**config.mk**
```make
export PLATFORM = sky130hd
export DESIGN_NAME = pair_adc_seq
export DESIGN_NICKNAME = d
export VERILOG_FILES = /design/src/rtl/pas_pkg.sv /design/src/rtl/pas_ctrl_reg.sv /design/src/rtl/pas_fmt.sv /design/src/rtl/pas_seq_fsm.sv /design/src/rtl/pair_adc_seq.sv
export SDC_FILE = /design/constraint.sdc
export NUM_CORES = 1
export LEC_CHECK = 0
export BUFFER_PORTS_ARGS = -buffer_cell sky130_fd_sc_hd__buf_2
export CAP_MARGIN = 15
export CELL_PAD_IN_SITES_DETAIL_PLACEMENT = 0
export CELL_PAD_IN_SITES_GLOBAL_PLACEMENT = 1
export CORE_MARGIN = 1.5
export CORE_UTILIZATION = 37
export CTS_BUF_LIST = sky130_fd_sc_hd__clkbuf_16
export CTS_CLUSTER_DIAMETER = 40
export DETAILED_ROUTE_END_ITERATION = 6
export PLACE_DENSITY = 0.84
export SKIP_CTS_REPAIR_TIMING = 1
export SYNTH_ARGS = -nofsm -noshare
export SYNTH_HDL_FRONTEND = slang
export SYNTH_SLANG_ARGS = --single-unit
```
**constraint.sdc**
```tcl
create_clock -name clk -period 1.6 [get_ports clk]
set_input_delay 0.08 -clock clk [delete_from_list [all_inputs] [get_ports clk]]
set_output_delay 0.08 -clock clk [all_outputs]
set_load 0.01 [all_outputs]
```
**src/rtl/pas_pkg.sv**
```systemverilog
package pas_pkg;
    // bit 0 enable ... bit 6 free-running dedicated sampling
    typedef struct packed {
        logic async_samp;
        logic seq_samp;
        logic odd_first;
        logic early_irq;
        logic frac_fmt;
        logic sw_trig;
        logic enable;
    } pas_ctrl_t;

    localparam int CTRL_W = $bits(pas_ctrl_t);

    typedef enum logic [2:0] {
        ST_IDLE,
        ST_DSMP,
        ST_REQ1,
        ST_WAIT1,
        ST_REQ2,
        ST_WAIT2
    } pas_state_e;
endpackage

```
**src/rtl/pas_ctrl_reg.sv**
```systemverilog
module pas_ctrl_reg
    import pas_pkg::*;
(
    input  logic              clk,
    input  logic              rst_n,
    input  logic              wr_en,
    input  logic [CTRL_W-1:0] wr_data,
    output pas_ctrl_t         ctrl,
    output logic              sw_edge
);
    pas_ctrl_t wr_v;
    logic      sw_prev;

    assign wr_v = pas_ctrl_t'(wr_data);

    always_ff @(posedge clk) begin
        if (!rst_n) begin
            ctrl    <= '0;
            sw_prev <= 1'b0;
        end else begin
            sw_prev <= ctrl.sw_trig;
            if (wr_en) begin
                ctrl.enable  <= wr_v.enable;
                ctrl.sw_trig <= wr_v.sw_trig;
                if (!ctrl.enable) begin
                    ctrl.frac_fmt   <= wr_v.frac_fmt;
                    ctrl.early_irq  <= wr_v.early_irq;
                    ctrl.odd_first  <= wr_v.odd_first;
                    ctrl.seq_samp   <= wr_v.seq_samp;
                    ctrl.async_samp <= wr_v.async_samp;
                end
            end
        end
    end

    assign sw_edge = ctrl.sw_trig & ~sw_prev;

    // configuration fields frozen while enabled
    p_cfg_locked_r10: assert property (@(posedge clk) disable iff (!rst_n)
        ctrl.enable |=> $stable({ctrl.async_samp, ctrl.seq_samp, ctrl.odd_first,
                                 ctrl.early_irq, ctrl.frac_fmt}));
endmodule

```
**src/rtl/pas_fmt.sv**
```systemverilog
module pas_fmt #(
    parameter int RES_W = 10,
    parameter int OUT_W = 16
) (
    input  logic             frac,
    input  logic [RES_W-1:0] din,
    output logic [OUT_W-1:0] dout
);
    localparam int PAD = OUT_W - RES_W;

    always_comb begin
        if (frac) dout = {din, {PAD{1'b0}}};
        else      dout = {{PAD{1'b0}}, din};
    end
endmodule

```
**src/rtl/pas_seq_fsm.sv**
```systemverilog
module pas_seq_fsm
    import pas_pkg::*;
#(
    parameter int DSMP_CYC = 2
) (
    input  logic      clk,
    input  logic      rst_n,
    input  pas_ctrl_t ctrl,
    input  logic      trig,
    input  logic      conv_done,
    output logic      conv_req,
    output logic      conv_ch,
    output logic      ded_sample,
    output logic      shr_sample,
    output logic      cap_even,
    output logic      cap_odd,
    output logic      irq_set
);
    localparam int CNT_W = (DSMP_CYC > 2) ? $clog2(DSMP_CYC) : 1;

    pas_state_e state, state_nx;
    logic [CNT_W-1:0] cnt, cnt_nx;
    logic accept, done_now;

    assign accept   = (state == ST_IDLE) && ctrl.enable && trig;
    assign done_now = ((state == ST_WAIT1) || (state == ST_WAIT2)) && conv_done;

    always_ff @(posedge clk) begin
        if (!rst_n) begin
            state <= ST_IDLE;
            cnt   <= '0;
        end else begin
            state <= state_nx;
            cnt   <= cnt_nx;
        end
    end

    always_comb begin
        state_nx = state;
        cnt_nx   = cnt;
        if (!ctrl.enable) begin
            state_nx = ST_IDLE;
        end else begin
            unique case (state)
                ST_IDLE: if (accept) begin
                    if (ctrl.async_samp || DSMP_CYC < 2) begin
                        state_nx = ST_REQ1;
                    end else begin
                        state_nx = ST_DSMP;
                        cnt_nx   = CNT_W'(DSMP_CYC - 2);
                    end
                end
                ST_DSMP: begin
                    if (cnt == '0) state_nx = ST_REQ1;
                    else           cnt_nx   = cnt - 1'b1;
                end
                ST_REQ1:  state_nx = ST_WAIT1;
                ST_WAIT1: if (conv_done) state_nx = ST_REQ2;
                ST_REQ2:  state_nx = ST_WAIT2;
                ST_WAIT2: if (conv_done) state_nx = ST_IDLE;
                default:  state_nx = ST_IDLE;
            endcase
        end
    end

    always_comb begin
        conv_req   = 1'b0;
        conv_ch    = 1'b0;
        ded_sample = 1'b0;
        shr_sample = 1'b0;
        irq_set    = 1'b0;
        unique case (state)
            ST_IDLE: begin
                ded_sample = ctrl.enable && (ctrl.async_samp ? !trig : trig);
                shr_sample = accept && !ctrl.seq_samp;
            end
            ST_DSMP: ded_sample = 1'b1;
            ST_REQ1: begin
                conv_req   = 1'b1;
                conv_ch    = ctrl.odd_first;
                shr_sample = ctrl.seq_samp && ctrl.odd_first;
            end
            ST_WAIT1: begin
                conv_ch = ctrl.odd_first;
                irq_set = done_now && ctrl.early_irq;
            end
            ST_REQ2: begin
                conv_req   = 1'b1;
                conv_ch    = !ctrl.odd_first;
                shr_sample = ctrl.seq_samp && !ctrl.odd_first;
            end
            ST_WAIT2: begin
                conv_ch = !ctrl.odd_first;
                irq_set = done_now && !ctrl.early_irq;
            end
            default: ;
        endcase
    end

    assign cap_even = done_now && !conv_ch;
    assign cap_odd  = done_now && conv_ch;

    // in clocked-window mode the first request directly follows sampling
    p_ded_before_req_r5: assert property (@(posedge clk) disable iff (!rst_n)
        (state == ST_REQ1 && !ctrl.async_samp) |-> $past(ded_sample));

    // a busy sequencer does not leave its wait state except on done
    p_busy_holds_r11: assert property (@(posedge clk) disable iff (!rst_n)
        (state == ST_WAIT2 && !conv_done && ctrl.enable) |=> (state == ST_WAIT2));

    // shared strobe in a request cycle only in sequential mode
    p_shr_seq_r3: assert property (@(posedge clk) disable iff (!rst_n)
        (shr_sample && conv_req) |-> ctrl.seq_samp);
endmodule

```
**src/rtl/pair_adc_seq.sv**
```systemverilog
module pair_adc_seq
    import pas_pkg::*;
#(
    parameter int RES_W    = 10,
    parameter int OUT_W    = 16,
    parameter int DSMP_CYC = 2
) (
    input  logic              clk,
    input  logic              rst_n,
    input  logic              ctrl_we,
    input  logic [CTRL_W-1:0] ctrl_wdata,
    input  logic              hw_trig,
    input  logic              conv_done,
    input  logic [RES_W-1:0]  conv_data,
    output logic              conv_req,
    output logic              conv_ch,
    output logic              ded_sample,
    output logic              shr_sample,
    output logic [OUT_W-1:0]  even_res,
    output logic              even_vld,
    output logic [OUT_W-1:0]  odd_res,
    output logic              odd_vld,
    output logic              irq
);
    pas_ctrl_t        ctrl;
    logic             sw_edge, trig;
    logic             cap_even, cap_odd, irq_set;
    logic [OUT_W-1:0] fmt_q;

    pas_ctrl_reg u_ctrl (
        .clk     (clk),
        .rst_n   (rst_n),
        .wr_en   (ctrl_we),
        .wr_data (ctrl_wdata),
        .ctrl    (ctrl),
        .sw_edge (sw_edge)
    );

    assign trig = hw_trig | sw_edge;

    pas_seq_fsm #(.DSMP_CYC(DSMP_CYC)) u_fsm (
        .clk        (clk),
        .rst_n      (rst_n),
        .ctrl       (ctrl),
        .trig       (trig),
        .conv_done  (conv_done),
        .conv_req   (conv_req),
        .conv_ch    (conv_ch),
        .ded_sample (ded_sample),
        .shr_sample (shr_sample),
        .cap_even   (cap_even),
        .cap_odd    (cap_odd),
        .irq_set    (irq_set)
    );

    pas_fmt #(.RES_W(RES_W), .OUT_W(OUT_W)) u_fmt (
        .frac (ctrl.frac_fmt),
        .din  (conv_data),
        .dout (fmt_q)
    );

    always_ff @(posedge clk) begin
        if (!rst_n) begin
            even_res <= '0;
            odd_res  <= '0;
            even_vld <= 1'b0;
            odd_vld  <= 1'b0;
            irq      <= 1'b0;
        end else begin
            even_vld <= cap_even;
            odd_vld  <= cap_odd;
            irq      <= irq_set;
            if (cap_even) even_res <= fmt_q;
            if (cap_odd)  odd_res  <= fmt_q;
        end
    end

    // interrupt is a single-cycle pulse
    p_irq_pulse_r7: assert property (@(posedge clk) disable iff (!rst_n)
        irq |=> !irq);

    // interrupt only alongside a result
    p_irq_with_result_r7: assert property (@(posedge clk) disable iff (!rst_n)
        irq |-> (even_vld || odd_vld));

    // valid flags exclusive
    p_vld_exclusive_r12: assert property (@(posedge clk) disable iff (!rst_n)
        !(even_vld && odd_vld));
endmodule

```
==> reports/results.tsv <==
metric	value	unit
outcome	completed	
DR pass1 iterations	4	
Ys Warns	0	
post-DR wirelength/cell	12.8	um
Slew HR	71.8	%
crit path cell chain	buf_4 > nor2_1 > nand2_1 > o31ai_1 > buf_2	
Final period util	93.7	%
final routed DRC violation total	0	
IO Pins	61	
crit end category	output port	
Worst path slowest cell	dfxtp_1	
Post-synth EDFFs	0	
top-count cell post-synth	dfxtp_1	
reg-to-reg slack, setup	0.17	ns
vias in the first global route	1508	
Synth Instances	204	
Reg clk slew, reported paths	0.06	ns
CTS buffer count	5	
Final Hold Viols	0	
clock buffer depth	2	
hold_sp	ctrl_wdata[0]	
leakage power	1.04	nW
pwr/cell area	910	mW/mm^2
Slew Viols, Final	0	
die footprint	0.00580	mm^2
final setup vio count	0	
Reg2Reg Capture Point	even_res[12]	
Final Power	0.00231	W
CTS tree	done	
Port Buf Inserts	60	
CP startpoint	u_fsm.state[2]	
DR iter-0 viols	78	
Die X	76.2	um
critical path class	register to output port	
Vias/cell	4.88	
initial antenna violation count	0	
total track usage	15.1	%
detailed placement HPWL	3120	um
post-layout min period	1.50	ns
initial core utilization	38.5	%
area delta synth->final	28.2	%
Avg Cell Area, Syn	9.71	um^2
fraction of layout cells with a size suffix above 1	30.8	%
crit-path max FO	10	
Max rail drop VDD	0.569	mV
top cells by count, synth	46 x dfxtp_1, 43 x nand2_1, 40 x mux2i_1	
Worst EP arrival	1.42	ns
Setup TNS	0	ns
CP Launch Type	register	
CP required	1.52	ns
grt ovf	0	
Hold Path Depth	3	
Sink Count	46	
top cells by area, synth	dfxtp_1 46%, mux2i_1 20%, nand2_1 8.1%	
R2R Path Start	u_fsm.state[1]	
Top FF cell, synth	dfxtp_1	
Vias	1640	
area share of the largest cell type after synthesis	46.5	%
Mapped Nets	226	
Worst Max-Slew Pin Slew	0.422	ns
gpl congestion	0.758	
clk root buf	clkbuf_16	
largest net degree at the start of global routing	37	
antenna viol nets, final	0	
unique cell type count in the Yosys netlist	26	
r2r worst-path depth	4	
Mapped Area	0.00198	mm^2
ys async rst share	0	%
Diodes inserted	0	
skew final	0.00580	ns
Sequential Area	921	um^2
die height	76.2	um
# fillers	529	
Max stage delay on crit path	0.34	ns
hold endpoint	u_ctrl.ctrl[0]	
RSZ-0062 raised after global routing	no	
Max Cap Viol	0	
aggregate routed wire length	4300	um
Placeable Area	0.00514	mm^2
Worst-Skew Late Latency	0.29	ns
multi-input logic area	983	um^2
first-pass GRT wire length	7040	um
CTS HTree Levels	2	
Site Rows	26	
area leader, netlist	dfxtp_1	
Achievable Freq	0.667	GHz
Seq cells post-synth	46	
Seq/Total Area, Yosys	46.5	%
Final #Nets	287	
worst hold path type	input pin to register	
## area by class of cell
| cell class | count | area share (%) |
|---|---|---|
| Timing Repair Buffer | 69 | 16.0 |
| Multi-Input combinational cell | 143 | 38.7 |
| Sequential cell | 46 | 36.3 |
| Clock buffer | 5 | 4.93 |
| Tap cell | 70 | 3.45 |
| Clock inverter | 3 | 0.690 |
## sequential cells by signal, indices dropped and copies added (netlist names)
name and count:
even_res 16, odd_res 16, u_ctrl.ctrl 7, u_fsm.state 3, even_vld 1, irq 1, odd_vld 1, u_ctrl.sw_prev 1
## critical path: cells and delay by family, from the launching register on
kind / cells / cell delay [ns]
buffers and inverters: 2 / 0.34
AND/OR/NAND/NOR: 2 / 0.26
flip-flops: 1 / 0.34
AO/OA/AOI/OAI: 1 / 0.19
## worst max-delay path by stage
stage | to | slack [ns] | cells past startpoint
5_1_grt | shr_sample | 0.003 | 5
4_1_cts | shr_sample | 0.06 | 5
3_3_place_gp | odd_res[6] | 0.22 | 4
6_report | ded_sample | 0.10 | 5
2_1_floorplan | even_res[10] | 0.13 | 4
3_5_place_dp | even_res[1] | 0.17 | 4
## cells by family (layout without fill, tap and decap cells)
logic type / after synthesis / in the layout / synth area share (%)
muxes: 44 / 44 / 22.5
DFF: 46 / 46 / 46.5
and+or+nand+nor: 84 / 84 / 20.8
buffers and inverters: 15 / 77 / 4.23
xor gates and xnor gates: 1 / 1 / 0.442
AOI/OAI and AO/OA: 14 / 14 / 5.56
## layout by cell type, fill, tap and decap left out
cell type and n:
a2111oi_0 1, a21oi_1 5, a21oi_4 2, a31oi_1 1, and2_1 1, and3_1 1, buf_12 3, buf_2 60
buf_4 6, clkbuf_16 5, clkinv_2 1, clkinv_4 1, dfxtp_1 46, inv_1 1, mux2_1 4, mux2i_1 40
nand2_1 43, nand3_1 8, nand3b_1 9, nand4_1 1, nand4b_1 1, nor2_1 7, nor2b_1 8, nor2b_2 1
nor3_1 1, nor3_2 1, o211ai_1 3, o21a_1 1, o31ai_1 1, or3b_4 2, xnor2_1 1
## through the flow
| stage | setup slack (ns) | util [%] | instances | hold slack (ns) | area, um^2 |
|---|---|---|---|---|---|
| 2_1_floorplan | 0.133 | - | 204 | 0.228 | 1980 |
| 3_3_place_gp | 0.219 | 46.5 | 328 | 0.335 | 2390 |
| 3_5_place_dp | 0.167 | 46.5 | 328 | 0.349 | 2390 |
| 4_1_cts | 0.0641 | 49.3 | 336 | 0.0539 | 2530 |
| 5_1_grt | 0.00282 | 49.4 | 336 | 0.0563 | 2540 |
| 6_report | 0.101 | 49.4 | 336 | 0.0513 | 2540 |
## layer usage
metal / GRT usage [%] / up-vias / wire length [um]
met1: 19.3 / 771 / 2000
met4: 8.15 / 0 / 111
met2: 23.2 / 38 / 1980
li1: - / 822 / -
met5: 0 / - / 0
met3: 3.95 / 9 / 208
## power breakdown
part	switching [W]	internal, W
registers	0.0000184	0.00116
clock network	0.000422	0.000572
logic	0.0000732	0.0000688
total	0.000514	0.00180
Note: power is estimated with default switching activity, not from simulation.
